<file path="config.mk">
export PLATFORM = sky130hd
export DESIGN_NAME = async_char_rx
export DESIGN_NICKNAME = d
export VERILOG_FILES = /design/src/rtl/rx_pkg.sv /design/src/rtl/rx_ctrl.sv /design/src/rtl/rx_dpath.sv /design/src/rtl/async_char_rx.sv
export SDC_FILE = /design/constraint.sdc
export NUM_CORES = 1
export LEC_CHECK = 0
export BUFFER_PORTS_ARGS = -buffer_cell sky130_fd_sc_hd__clkbuf_2
export CAP_MARGIN = 20
export CORE_MARGIN = 2
export CORE_UTILIZATION = 54
export CTS_CLUSTER_SIZE = 10
export DETAILED_ROUTE_END_ITERATION = 10
export PLACE_DENSITY_LB_ADDON = 0.15
export SLEW_MARGIN = 0
export SYNTH_ARGS = -nofsm -noshare
export SYNTH_HDL_FRONTEND = slang
export SYNTH_SLANG_ARGS = --single-unit
</file>
<file path="constraint.sdc">
create_clock -name clk -period 4.32 [get_ports clk]
set_input_delay 0.648 -clock clk [delete_from_list [all_inputs] [get_ports clk]]
set_output_delay 0.648 -clock clk [all_outputs]
set_load 0.01 [all_outputs]
</file>
<file path="src/rtl/rx_pkg.sv">
package rx_pkg;

  typedef enum logic [2:0] {
    ST_HUNT,
    ST_START,
    ST_DATA,
    ST_PARITY,
    ST_STOP
  } rxState_e;

  // Strobes from the sequencer to the datapath.
  typedef struct packed {
    logic clearShift;
    logic takeData;
    logic takeParity;
    logic commit;
  } rxStrobe_t;

endpackage

</file>
<file path="src/rtl/rx_ctrl.sv">
module rx_ctrl
  import rx_pkg::*;
#(
  parameter int CNT_W = 7,
  parameter int BIT_W = 4
) (
  input  logic             clk,
  input  logic             rstN,
  input  logic             lineS,
  input  logic             fallEdge,
  input  logic [CNT_W-1:0] divisor,
  input  logic [BIT_W-1:0] lenBits,
  input  logic             parityEn,
  output rxStrobe_t        strobes,
  output logic [BIT_W-1:0] bitIdx
);

  rxState_e         state;
  logic [CNT_W-1:0] cnt;
  logic [CNT_W-1:0] halfDiv;
  logic             atBit;

  assign halfDiv = divisor >> 1;
  assign atBit   = (cnt == divisor);

  always_ff @(posedge clk or negedge rstN) begin
    if (!rstN) begin
      state  <= ST_HUNT;
      cnt    <= '0;
      bitIdx <= '0;
    end else begin
      case (state)
        ST_HUNT: begin
          cnt    <= CNT_W'(1);
          bitIdx <= '0;
          if (fallEdge) state <= (halfDiv == '0) ? ST_DATA : ST_START;
        end
        ST_START: begin
          if (cnt == halfDiv) begin
            cnt   <= CNT_W'(1);
            state <= lineS ? ST_HUNT : ST_DATA;
          end else begin
            cnt <= cnt + CNT_W'(1);
          end
        end
        ST_DATA: begin
          if (atBit) begin
            cnt <= CNT_W'(1);
            if (bitIdx == lenBits - BIT_W'(1)) begin
              bitIdx <= '0;
              state  <= parityEn ? ST_PARITY : ST_STOP;
            end else begin
              bitIdx <= bitIdx + BIT_W'(1);
            end
          end else begin
            cnt <= cnt + CNT_W'(1);
          end
        end
        ST_PARITY: begin
          if (atBit) begin
            cnt   <= CNT_W'(1);
            state <= ST_STOP;
          end else begin
            cnt <= cnt + CNT_W'(1);
          end
        end
        ST_STOP: begin
          if (atBit) state <= ST_HUNT;
          else       cnt   <= cnt + CNT_W'(1);
        end
        default: state <= ST_HUNT;
      endcase
    end
  end

  always_comb begin
    strobes = '0;
    // Shift register is cleared whenever a start bit is accepted.
    strobes.clearShift = ((state == ST_HUNT) && fallEdge && (halfDiv == '0)) ||
                         ((state == ST_START) && (cnt == halfDiv) && !lineS);
    strobes.takeData   = (state == ST_DATA)   && atBit;
    strobes.takeParity = (state == ST_PARITY) && atBit;
    strobes.commit     = (state == ST_STOP)   && atBit;
  end

endmodule

</file>
<file path="src/rtl/rx_dpath.sv">
module rx_dpath
  import rx_pkg::*;
#(
  parameter int MAX_BITS = 8,
  parameter int CNT_W    = 7,
  parameter int BIT_W    = 4,
  parameter int BRK_W    = 10
) (
  input  logic                clk,
  input  logic                rstN,
  input  logic                serialIn,
  input  rxStrobe_t           strobes,
  input  logic [BIT_W-1:0]    bitIdx,
  input  logic [CNT_W-1:0]    divisor,
  input  logic [BRK_W-1:0]    breakLimit,
  input  logic                parityEn,
  input  logic                parityOdd,
  input  logic                readPulse,
  output logic                lineS,
  output logic                fallEdge,
  output logic [MAX_BITS-1:0] rxData,
  output logic                rxReady,
  output logic                parityErr,
  output logic                frameErr,
  output logic                overrun,
  output logic                breakDet
);

  logic                syncA, lineD;
  logic [MAX_BITS-1:0] shReg;
  logic                parAcc;
  logic [BRK_W-1:0]    lowCnt;
  logic [CNT_W-1:0]    highCnt;

  // Two-flop synchronizer plus one delay for edge detection.
  always_ff @(posedge clk or negedge rstN) begin
    if (!rstN) begin
      syncA <= 1'b1;
      lineS <= 1'b1;
      lineD <= 1'b1;
    end else begin
      syncA <= serialIn;
      lineS <= syncA;
      lineD <= lineS;
    end
  end

  assign fallEdge = lineD & ~lineS;

  always_ff @(posedge clk or negedge rstN) begin
    if (!rstN) begin
      shReg  <= '0;
      parAcc <= 1'b0;
    end else if (strobes.clearShift) begin
      shReg  <= '0;
      parAcc <= 1'b0;
    end else if (strobes.takeData) begin
      for (int i = 0; i < MAX_BITS; i++)
        if (bitIdx == BIT_W'(i)) shReg[i] <= lineS;
      parAcc <= parAcc ^ lineS;
    end else if (strobes.takeParity) begin
      parAcc <= parAcc ^ lineS;
    end
  end

  always_ff @(posedge clk or negedge rstN) begin
    if (!rstN) begin
      rxData    <= '0;
      rxReady   <= 1'b0;
      parityErr <= 1'b0;
      frameErr  <= 1'b0;
      overrun   <= 1'b0;
    end else if (strobes.commit) begin
      rxData    <= shReg;
      rxReady   <= 1'b1;
      parityErr <= parityEn & (parAcc ^ parityOdd);
      frameErr  <= ~lineS;
      if (rxReady && !readPulse) overrun <= 1'b1;
    end else if (readPulse) begin
      rxReady <= 1'b0;
    end
  end

  // Break: run length of low samples against a whole frame.
  always_ff @(posedge clk or negedge rstN) begin
    if (!rstN) begin
      lowCnt   <= '0;
      highCnt  <= '0;
      breakDet <= 1'b0;
    end else if (!lineS) begin
      highCnt <= '0;
      if (lowCnt != '1) lowCnt <= lowCnt + BRK_W'(1);
      if (lowCnt >= breakLimit - BRK_W'(1)) breakDet <= 1'b1;
    end else begin
      lowCnt <= '0;
      if (highCnt != '1) highCnt <= highCnt + CNT_W'(1);
      if (breakDet && (highCnt >= divisor - CNT_W'(1))) breakDet <= 1'b0;
    end
  end

endmodule

</file>
<file path="src/rtl/async_char_rx.sv">
module async_char_rx
  import rx_pkg::*;
#(
  parameter int MAX_BITS   = 8,
  parameter int FACTOR_MID = 16,
  parameter int FACTOR_MAX = 64
) (
  input  logic                clk,
  input  logic                rstN,
  input  logic                serialIn,
  input  logic [1:0]          cfgLen,
  input  logic                cfgParityEn,
  input  logic                cfgParityOdd,
  input  logic [1:0]          cfgFactor,
  input  logic                readPulse,
  output logic [MAX_BITS-1:0] rxData,
  output logic                rxReady,
  output logic                parityErr,
  output logic                frameErr,
  output logic                overrun,
  output logic                breakDet
);

  localparam int CNT_W = $clog2(FACTOR_MAX + 1);
  localparam int BIT_W = $clog2(MAX_BITS + 4);
  localparam int BRK_W = $clog2(FACTOR_MAX * (MAX_BITS + 3) + 1);

  logic [CNT_W-1:0] divisor;
  logic [BIT_W-1:0] lenBits;
  logic [BIT_W-1:0] frameBits;
  logic [BRK_W-1:0] breakLimit;
  logic [BIT_W-1:0] bitIdx;
  logic             lineS, fallEdge;
  rxStrobe_t        strobes;

  always_comb begin
    case (cfgFactor)
      2'd0:    divisor = CNT_W'(1);
      2'd1:    divisor = CNT_W'(FACTOR_MID);
      default: divisor = CNT_W'(FACTOR_MAX);
    endcase
  end

  assign lenBits    = BIT_W'(cfgLen) + BIT_W'(MAX_BITS - 3);
  assign frameBits  = lenBits + BIT_W'(cfgParityEn) + BIT_W'(2);
  assign breakLimit = BRK_W'(divisor) * BRK_W'(frameBits);

  rx_ctrl #(.CNT_W(CNT_W), .BIT_W(BIT_W)) i_ctrl (
    .clk(clk), .rstN(rstN), .lineS(lineS), .fallEdge(fallEdge),
    .divisor(divisor), .lenBits(lenBits), .parityEn(cfgParityEn),
    .strobes(strobes), .bitIdx(bitIdx)
  );

  rx_dpath #(.MAX_BITS(MAX_BITS), .CNT_W(CNT_W), .BIT_W(BIT_W), .BRK_W(BRK_W)) i_dpath (
    .clk(clk), .rstN(rstN), .serialIn(serialIn), .strobes(strobes),
    .bitIdx(bitIdx), .divisor(divisor), .breakLimit(breakLimit),
    .parityEn(cfgParityEn), .parityOdd(cfgParityOdd), .readPulse(readPulse),
    .lineS(lineS), .fallEdge(fallEdge), .rxData(rxData), .rxReady(rxReady),
    .parityErr(parityErr), .frameErr(frameErr), .overrun(overrun),
    .breakDet(breakDet)
  );

endmodule

</file>
==> qor.csv <==
metric,value,unit
outcome,"finished, final reports clean",
rows,31,
place_hpwl,5950,µm
die_area,0.00802,mm²
firstDrtPassIters,4,
crit_fanout,3,
worstSetupStartpointType,input pin,
ant_nets,0,
yosys_warnings,0,
timing.final.crit_share,0.927,
r2r-start,i_ctrl.cnt[4],
grt_pass1_vias,2831,
async_flop_share,1.00,
syn_avg_cell_area,9.41,µm²
max_slew.worst_pin.slew,711,ps
cp_slowest_stage_delay,350,ps
synth-simple-area-share,0.215,
antenna_cells,0,
ctsLongestPathBuffers,2,
max_slew_margin,0.525,
slew_viol_final,0,
post-synth-top-count-cell,dfrtp_1,
dieHeight,89.6,µm
cpMaxStageDelayCell,ha_1,
syn-cell-area,0.00395,mm²
ys_top_cells_by_count,"53 x dfrtp_1, 43 x ha_1, 35 x nand2_1",
hold_buffers,0,
final_nets,498,
cts_tree,done,
fmaxAchievable,0.250,GHz
start_util,0.551,
synth_area_leaders,"dfrtp_1 34%, ha_1 14%, xnor2_1 3.8%",
ff2ff_setup_slack,2170,ps
antenna_found_initial,0,
synth_edf_count,0,
io_buffer_count,22,
synth_top_area_frac,0.336,
yosys_most_used_dff,dfrtp_1,
clockRootBuffer,clkbuf_8,
cts_sinks,56,
via_count,2956,
grt-ovfl-total,0,
crit_type,input pin to flip-flop,
drc_errors,0,
finalWorstSetupSlack,315,ps
finClkSkew,8.03,ps
synth_fa_ha_area_frac,0.146,
wl_per_cell,14.3,µm
grt_pass1_wl,13300,µm
rr_worst_depth,6,
ys_seq_elements,56,
maxCapViolCount,0,
synth_top_family_by_area,simple AND/OR/NAND/NOR gates,
cpMostUsedCell,ha_1,
synth_compound_area_frac,0.139,
die_w,89.6,µm
cts_resized,0,
clkTransAtPathRegs,110,ps
tns,0,ps
whs,321,ps
viasPerCell,5.44,
final-hold-violation-count,0,
core,0.00718,mm²
crit_family,compound AO/OA/AOI/OAI gates,
insertion_delay,310,ps
synth_top_area_cell,dfrtp_1,
synthToLayoutAreaGrowth,7.41,%
netlist-cell-type-count,58,
vdd_drop_max,0.290,mV
grt_max_degree,35,
syn_nets,475,
h-tree-depth,2,
io_pins,23,
rsz0062_at_grt,false,
drtIter0Drc,113,
synthMuxAreaShare,0.0282,
power.density,394,mW/mm²
hold_path.class,input pin to async pin,
required,4480,ps
leakagePower,0.00205,µW
synth_cells,420,
synth_xor_area_frac,0.0709,
gp_congestion,0.870,
yosysSeqAreaShare,0.355,
drive_gt1_frac,0.144,
worstPathCellList,clkbuf_2 -> inv_1 -> ha_1 -> a21oi_1 -> xor2_1 -> or2_2 -> ha_1 -> ha_1 -> a31oi_1 -> nor2_1 -> o21ai_0 -> nand2b_1 -> a21oi_1 -> xor2_1 -> ha_1 -> a21o_1 -> a211oi_1 -> a221oi_1,
end_kind,flip-flop,
setup_viol,0,
cts_buffers,5,
grtUsageTotal,0.211,
drt_wl_total,7790,µm
worst-path-buf-inv,2,
r2r-end,i_ctrl.bitIdx[2],
dp_slack,10.9,ps
post_cts.repair.setup_buffers,0,
arrival,4170,ps
final.min_clock_period,4010,ps
[routing by layer]
metal  share of wire  GRT usage  vias to the layer above  routed length [µm]
met4          0.0062     0.0366                        0                  48
met3           0.025     0.0342                        4                 196
met5               0          0                        -                   0
met1            0.49      0.295                     1413                3850
met2            0.48      0.351                       30                3700
li1                -          -                     1509                   -
[power by group]
part / internal (µW) / switching (µW) / leakage (µW)
sequential: 590 / 106 / 0.000754
combinational: 276 / 399 / 0.00125
clock: 116 / 186 / 0.0000445
[cell type report]
| cell class | instances | area [µm²] |
|---|---|---|
| well taps | 99 | 124 |
| fillers | 653 | 2930 |
| flip-flops and latches | 56 | 1410 |
| clock inverters | 3 | 21.3 |
| clock buffers | 5 | 68.8 |
| inverters | 30 | 113 |
| repair buffers | 27 | 148 |
| multi-input cells | 323 | 2370 |
[worst register-to-register path: stages, from the launching register on]
cell      delay [ps]
dfrtp_1          490
and3b_1          250
o311ai_4         650
and2_1           310
or2_1            170
a21oi_1           50
o21ai_1          160
[placed cells by master, fill, tap and decap left out, drive strengths merged, types with 11 or more instances in the layout]
| master | synthesis | routed |
|---|---|---|
| xnor2 | 17 | 17 |
| inv | 29 | 30 |
| clkbuf | 6 | 27 |
| ha | 43 | 43 |
| dfrtp | 53 | 53 |
| o21ai | 30 | 30 |
| nand2 | 35 | 35 |
| nor2 | 29 | 29 |
| a21oi | 24 | 24 |
| nand3 | 25 | 25 |
| nand2b | 11 | 11 |
| xor2 | 15 | 15 |
[through the flow]
step / total power, µW / instance area (µm²) / cells / util
floorplan: 1230 / 3950 / 420 / -
global placement: 1360 / 4160 / 535 / 0.579
detailed placement: 1380 / 4160 / 535 / 0.579
CTS: 1690 / 4250 / 543 / 0.592
global route: 1820 / 4250 / 543 / 0.592
finish: 1670 / 4250 / 543 / 0.592
[cell families after synthesis]
family / after synthesis
xor+xnor: 32
flops: 56
simple gates: 155
mux: 10
buf+inv: 41
fa+ha+maj: 45
compound gates: 81
[flip-flops by register name, indices dropped and copies added (netlist names), 3 cells and up]
register and cells:
i_ctrl.cnt 7, i_ctrl.bitIdx 4, i_ctrl.state 3, i_dpath.highCnt 7
i_dpath.shReg 8, i_dpath.rxData 8, i_dpath.lowCnt 10
[worst max path at each step]
stage,startpoint,to,slack (ps),cells past startpoint
5_1_grt,cfgLen[1],i_dpath.breakDet,80,18
3_5_place_dp,cfgLen[0],i_dpath.breakDet,10,18
4_1_cts,cfgLen[0],i_dpath.breakDet,330,18
3_3_place_gp,cfgLen[0],i_dpath.breakDet,120,18
6_report,cfgLen[0],i_dpath.breakDet,310,18
2_1_floorplan,cfgLen[0],i_dpath.breakDet,410,17
No activity file was read; power rests on OpenSTA's default activity.
